**src/rtl/wg_pkg.sv**
```systemverilog
`timescale 1ns/1ps
package wg_pkg;
    localparam int IDX_W = 7;
    localparam int SMP_W = 8;
    localparam int QTR_W = IDX_W - 1;

    typedef enum logic [1:0] {
        WAVE_SINE   = 2'd0,
        WAVE_RAMP   = 2'd1,
        WAVE_TRI    = 2'd2,
        WAVE_SQUARE = 2'd3
    } wave_e;
endpackage

```
**src/rtl/wg_phase_acc.sv**
```systemverilog
`timescale 1ns/1ps
module wg_phase_acc #(
    parameter int FRAC_W = 8,
    localparam int PH_W = wg_pkg::IDX_W + FRAC_W
) (
    input  logic            clk,
    input  logic            rst_n,
    input  logic            step_en,
    input  logic [PH_W-1:0] step,
    output logic [PH_W-1:0] phase
);
    // modulo wrap comes from the natural width of the register
    always_ff @(posedge clk or negedge rst_n) begin
        if (!rst_n) begin
            phase <= '0;
        end else if (step_en) begin
            phase <= phase + step;
        end
    end
endmodule

```
**src/rtl/wg_shaper.sv**
```systemverilog
`timescale 1ns/1ps
module wg_shaper
    import wg_pkg::*;
(
    input  logic [IDX_W-1:0] idx,
    input  wave_e            sel,
    output logic [SMP_W-1:0] shape
);
    // quarter-cycle magnitude, address 0..32
    function automatic logic [6:0] quarter_mag(input logic [QTR_W-1:0] k);
        case (k)
            6'd0:  return 7'd0;
            6'd1:  return 7'd6;
            6'd2:  return 7'd12;
            6'd3:  return 7'd19;
            6'd4:  return 7'd25;
            6'd5:  return 7'd31;
            6'd6:  return 7'd37;
            6'd7:  return 7'd43;
            6'd8:  return 7'd49;
            6'd9:  return 7'd54;
            6'd10: return 7'd60;
            6'd11: return 7'd65;
            6'd12: return 7'd71;
            6'd13: return 7'd76;
            6'd14: return 7'd81;
            6'd15: return 7'd85;
            6'd16: return 7'd90;
            6'd17: return 7'd94;
            6'd18: return 7'd98;
            6'd19: return 7'd102;
            6'd20: return 7'd106;
            6'd21: return 7'd109;
            6'd22: return 7'd112;
            6'd23: return 7'd115;
            6'd24: return 7'd117;
            6'd25: return 7'd120;
            6'd26: return 7'd122;
            6'd27: return 7'd123;
            6'd28: return 7'd125;
            6'd29: return 7'd126;
            6'd30: return 7'd126;
            6'd31: return 7'd127;
            6'd32: return 7'd127;
            default: return 7'd0;
        endcase
    endfunction

    logic [QTR_W-1:0] tbl_addr;
    logic [6:0]       mag;
    logic [SMP_W-1:0] sine_v;
    logic [SMP_W-1:0] tri_up;
    logic [SMP_W-1:0] tri_v;
    logic [SMP_W-1:0] ramp_v;
    logic [SMP_W-1:0] square_v;

    always_comb begin
        // second and fourth quarters read the table backwards
        if (idx[5]) begin
            tbl_addr = 6'd32 - {1'b0, idx[4:0]};
        end else begin
            tbl_addr = {1'b0, idx[4:0]};
        end
        mag = quarter_mag(tbl_addr);
        // second half of the cycle lies below mid-scale
        sine_v   = idx[6] ? (8'd128 - {1'b0, mag}) : (8'd128 + {1'b0, mag});
        ramp_v   = {idx, 1'b0};
        tri_up   = {idx[5:0], 2'b00};
        tri_v    = idx[6] ? ~tri_up : tri_up;
        square_v = idx[6] ? 8'd0 : 8'd255;
    end

    always_comb begin
        unique case (sel)
            WAVE_SINE:   shape = sine_v;
            WAVE_RAMP:   shape = ramp_v;
            WAVE_TRI:    shape = tri_v;
            WAVE_SQUARE: shape = square_v;
            default:     shape = sine_v;
        endcase
    end
endmodule

```
**src/rtl/wg_scaler.sv**
```systemverilog
`timescale 1ns/1ps
module wg_scaler #(
    parameter int AMP_W = 8,
    localparam int PW = AMP_W + 11
) (
    input  logic [wg_pkg::SMP_W-1:0] raw,
    input  logic [AMP_W-1:0]         amp,
    output logic [wg_pkg::SMP_W-1:0] scaled
);
    logic signed [9:0]    centred;
    logic signed [PW-1:0] cen_x;
    logic signed [PW-1:0] amp_x;
    logic signed [PW-1:0] prod;
    logic signed [PW-1:0] shifted;

    always_comb begin
        centred = $signed({2'b00, raw}) - 10'sd128;
        cen_x   = PW'(centred);
        amp_x   = $signed({{(PW-AMP_W){1'b0}}, amp});
        prod    = cen_x * amp_x;
        // arithmetic shift gives floor division for negative products
        shifted = prod >>> AMP_W;
        scaled  = shifted[7:0] + 8'd128;
    end
endmodule

```
**src/rtl/wavegen_dds.sv**
```systemverilog
`timescale 1ns/1ps
module wavegen_dds #(
    parameter int FRAC_W = 8,
    parameter int AMP_W  = 8,
    localparam int PH_W  = wg_pkg::IDX_W + FRAC_W
) (
    input  logic                     clk,
    input  logic                     rst_n,
    input  logic                     upd_stb,
    input  logic [PH_W-1:0]          freq_inc,
    input  logic [1:0]               wave_sel,
    input  logic [AMP_W-1:0]         amp,
    output logic [wg_pkg::SMP_W-1:0] sample_o,
    output logic                     sample_vld
);
    import wg_pkg::*;

    logic [PH_W-1:0]  phase_w;
    logic [IDX_W-1:0] idx_w;
    logic [SMP_W-1:0] shape_w;
    logic [SMP_W-1:0] scaled_w;

    wg_phase_acc #(.FRAC_W(FRAC_W)) u_acc (
        .clk     (clk),
        .rst_n   (rst_n),
        .step_en (upd_stb),
        .step    (freq_inc),
        .phase   (phase_w)
    );

    assign idx_w = phase_w[PH_W-1:FRAC_W];

    wg_shaper u_shape (
        .idx   (idx_w),
        .sel   (wave_e'(wave_sel)),
        .shape (shape_w)
    );

    wg_scaler #(.AMP_W(AMP_W)) u_scale (
        .raw    (shape_w),
        .amp    (amp),
        .scaled (scaled_w)
    );

    always_ff @(posedge clk or negedge rst_n) begin
        if (!rst_n) begin
            sample_o   <= 8'd128;
            sample_vld <= 1'b0;
        end else begin
            sample_vld <= upd_stb;
            if (upd_stb) begin
                sample_o <= scaled_w;
            end
        end
    end
endmodule

```
**config.mk**
```make
export PLATFORM = sky130hd
export DESIGN_NAME = wavegen_dds
export DESIGN_NICKNAME = d
export VERILOG_FILES = /design/src/rtl/wg_pkg.sv /design/src/rtl/wg_phase_acc.sv /design/src/rtl/wg_shaper.sv /design/src/rtl/wg_scaler.sv /design/src/rtl/wavegen_dds.sv
export SDC_FILE = /design/constraint.sdc
export NUM_CORES = 1
export LEC_CHECK = 0
export ABC_AREA = 1
export BUFFER_PORTS_ARGS = -buffer_cell sky130_fd_sc_hd__buf_2
export CAP_MARGIN = 20
export CORE_MARGIN = 5
export CORE_UTILIZATION = 68
export CTS_CLUSTER_SIZE = 40
export DETAILED_ROUTE_END_ITERATION = 7
export PLACE_DENSITY = 0.93
export SYNTH_ARGS = -nofsm -noshare
export SYNTH_HDL_FRONTEND = slang
export SYNTH_SLANG_ARGS = --single-unit
```
**constraint.sdc**
```tcl
create_clock -name clk -period 18.5 [get_ports clk]
set_input_delay 1.85 -clock clk [delete_from_list [all_inputs] [get_ports clk]]
set_output_delay 1.85 -clock clk [all_outputs]
set_load 0.05 [all_outputs]
```
==> results.txt <==
----------------------------------------------------
[Timing]
  F_max ... 137 MHz
  Ratio of final minimum period to clock period ... 0.395
  Worst Hold Margin ... 0.473 ns
  Final setup vio count ... 0
  Worst-case clock skew ... 0.00261 ns
  Max Transition Viols Final ... 0
  Headroom to the max-slew limit ... 0.568
  Setup repair after global routing missed its margin ... no
  Final Critical Period ... 7.31 ns
  Worst-margin pin slew ... 0.647 ns
  Accumulated negative setup slack ... 0 ns
  Final count of hold timing violations ... 0

[CTS]
  Clock buffers created by TritonCTS ... 3
  Number of hold-repair buffers added at the cts stage ... 0
  Clk Latency, worst-skew pair ... 0.26 ns
  Clock Sink Count ... 24
  Buffers inserted during post-CTS setup optimization ... 0
  TritonCTS clock tree ... built
  Number of H-tree branching levels ... 1
  Post-cts repair resize count ... 0
  Cell chosen for the clock root ... clkbuf_8
  Maximum root-to-sink buffer count ... 2
  Clock slew seen by the registers of the worst setup and hold paths ... 0.09 ns

[Global route]
  Antenna violations before repair ... 0
  Global-route wire length before repair ... 20.2 mm
  Overall overflow remaining after global route ... 0
  Vias in the first global route ... 4527
  Pin count of the biggest net entering global routing ... 26
  Total GRT Usage ... 0.279

[Critical path]
  Largest fanout on the critical path ... 11
  CP required ... 18.71 ns
  Setup slack of the worst register-to-register path ... 11.19 ns
  Path depth of the worst reg2reg path ... 36
  Worst EP arrival ... 7.52 ns
  Slowest cell on crit path ... fa_1
  Type of the worst setup path ... reg -> reg
  Capturing element type of the critical path ... register
  Worst flop-to-flop path startpoint ... u_acc.phase[8]
  Cell repeated most along the worst path ... nand2_1
  Kind of start point of the critical path ... register
  Maximum cell stage delay along the critical path ... 0.65 ns
  Worst R2R End ... sample_o[7]

[Yosys]
  Fraction of the yosys area taken by sequential cells ... 0.124
  Library cell with the largest summed area after synthesis ... fa_1
  Gate Count Post-Synth ... 690
  Syn avg cell area ... 7.04 um^2
  Count of synthesis-stage warnings from yosys ... 0
  Synth top area cells ... fa_1 (21%), ha_1 (14%), nand2_1 (12%), dfrtp_1 (12%), inv_1 (10%)
  Post-Synthesis Net Count ... 823
  Synthesized flop and latch total ... 24
  Number of distinct standard cells referenced by the synthesized netlist ... 42
  Area of the mapped netlist ... 0.00486 mm^2
  Area fraction of the dominant cell type after synthesis ... 0.214

[Floorplan]
  CORE AREA ... 0.00687 mm^2
  Horizontal die dimension ... 94.5 um
  Core Rows ... 30
  Initial Util ... 0.707
  Die Ht ... 94.5 um
  I/O pin cnt ... 37
  Area of the die ... 0.00894 mm^2

[Final layout]
  Top library cells by usage in the layout, fill and taps aside ... nand2_1 (159), inv_1 (129), nor2_1 (58), ha_1 (53), fa_1 (52)
  Area Growth Syn to Fin ... 6.44%
  Antenna cells ... 0
  Ratio of cells with drive above 1 in the final layout ... 0.107
  Net count reported at finish ... 853
  Final core utilization ... 0.753
  Leading cell type in the layout, fill and taps excluded ... nand2_1

[Routing]
  Number of DRC violations after detailed routing ... 0
  First DRT Iteration DRCs ... 276
  Routed wirelength normalized by instance count ... 14.3 um
  Via count ... 4556
  DRT antenna net count ... 0
  Number of detailed-route iterations in the first pass ... 6
  Wire length after detailed routing ... 11.6 mm
  Average vias per placed instance ... 5.59

[Place]
  DP HPWL ... 9.83 mm
  Gp weighted congestion ... 0.957
  Count of buffers inserted at the top-level ports ... 36

[Worst hold path]
  Min-delay src ... sample_o[7]
  Worst Hold Depth ... 2
  Hold Path Class ... reg -> reg
  End point of the worst hold path ... sample_o[7]

[Flow run]
  Count of maximum capacitance violations ... 0

[Outcome]
  Status ... finished, final reports clean

----------------------------------------------------
per-stage QoR:
step                      cell area [um^2]  instances  setup slack, ns
final                                 5170        815            11.19
after global placement                5100        811            11.65
after CTS                             5170        815            11.21
after floorplan                       4860        690            12.11
after global routing                  5170        815            10.53
after detailed placement              5100        811            11.27
cell families after synthesis:
logic type,after synthesis,share of synthesized area
AND/OR/NAND/NOR,297,0.266
buffers and inverters,153,0.122
adder cells (fa/ha/maj),105,0.351
AO/OA/AOI/OAI,96,0.110
flip-flops,24,0.124
XOR/XNOR,15,0.0270
synthesized netlist by cell type:
master	n
xnor2_1	9
nor3_1	5
inv_2	12
nor4_1	1
nand4_1	6
o21bai_1	3
fa_1	52
o21ai_2	1
o2111ai_1	1
buf_1	2
o221ai_1	1
nand3_1	41
dfstp_2	1
o21ai_0	43
or2_1	1
a221oi_1	1
o21bai_2	1
o31ai_1	2
dfrtp_1	23
nand3b_1	2
nand2_1	159
inv_1	129
buf_6	2
nand2_2	9
buf_2	2
nor2_2	2
a31oi_1	6
a21oi_1	26
a21o_1	2
a21oi_2	1
clkinv_1	1
clkbuf_1	5
xor2_1	6
and2_1	3
nand2_4	1
ha_1	53
o21ai_1	6
nor2_1	58
o211ai_1	2
nor3_2	1
nand3_2	7
or2_2	1
worst max-delay path by stage:
stage | cells after the start | slack (ns) | to | from
after detailed placement | 36 | 11.27 | sample_o[7] | u_acc.phase[8]
after floorplan | 22 | 12.11 | sample_o[7] | wave_sel[1]
final | 36 | 11.19 | sample_o[7] | u_acc.phase[8]
after global routing | 36 | 10.53 | sample_o[7] | u_acc.phase[8]
after CTS | 36 | 11.21 | sample_o[7] | u_acc.phase[8]
after global placement | 35 | 11.65 | sample_o[7] | u_acc.phase[8]
state kept, by name, indices dropped and copies added (netlist names):
signal / flops
sample_vld: 1
u_acc.phase: 15
sample_o: 8
area by class of cell:
type | count | area, um^2
inverters | 142 | 533
flip-flops and latches | 24 | 602
clock buffers | 3 | 41.3
well taps | 96 | 120
fillers | 516 | 1700
multi-input cells | 513 | 3670
clock inverters | 1 | 30.0
repair buffers | 36 | 180
worst max-delay path, delay by kind of cell (launching register included):
family	cells	cell delay (ns)
AO/OA/AOI/OAI	6	1.29
adder cells (fa/ha/maj)	7	3.20
buffers and inverters	7	0.85
flip-flops	1	0.58
AND/OR/NAND/NOR	16	1.31
layer usage:
metal / vias to the layer above / wire (um) / track usage
met1: 2099 / 5070 / 0.381
met5: - / 0 / 0
met2: 195 / 5480 / 0.465
met4: 0 / 378 / 0.0998
li1: 2222 / - / -
met3: 40 / 686 / 0.0239
Power is left out: the tool's default activity adds up to more than one toggle a clock period on the data nets, which glitch-free logic cannot reach.
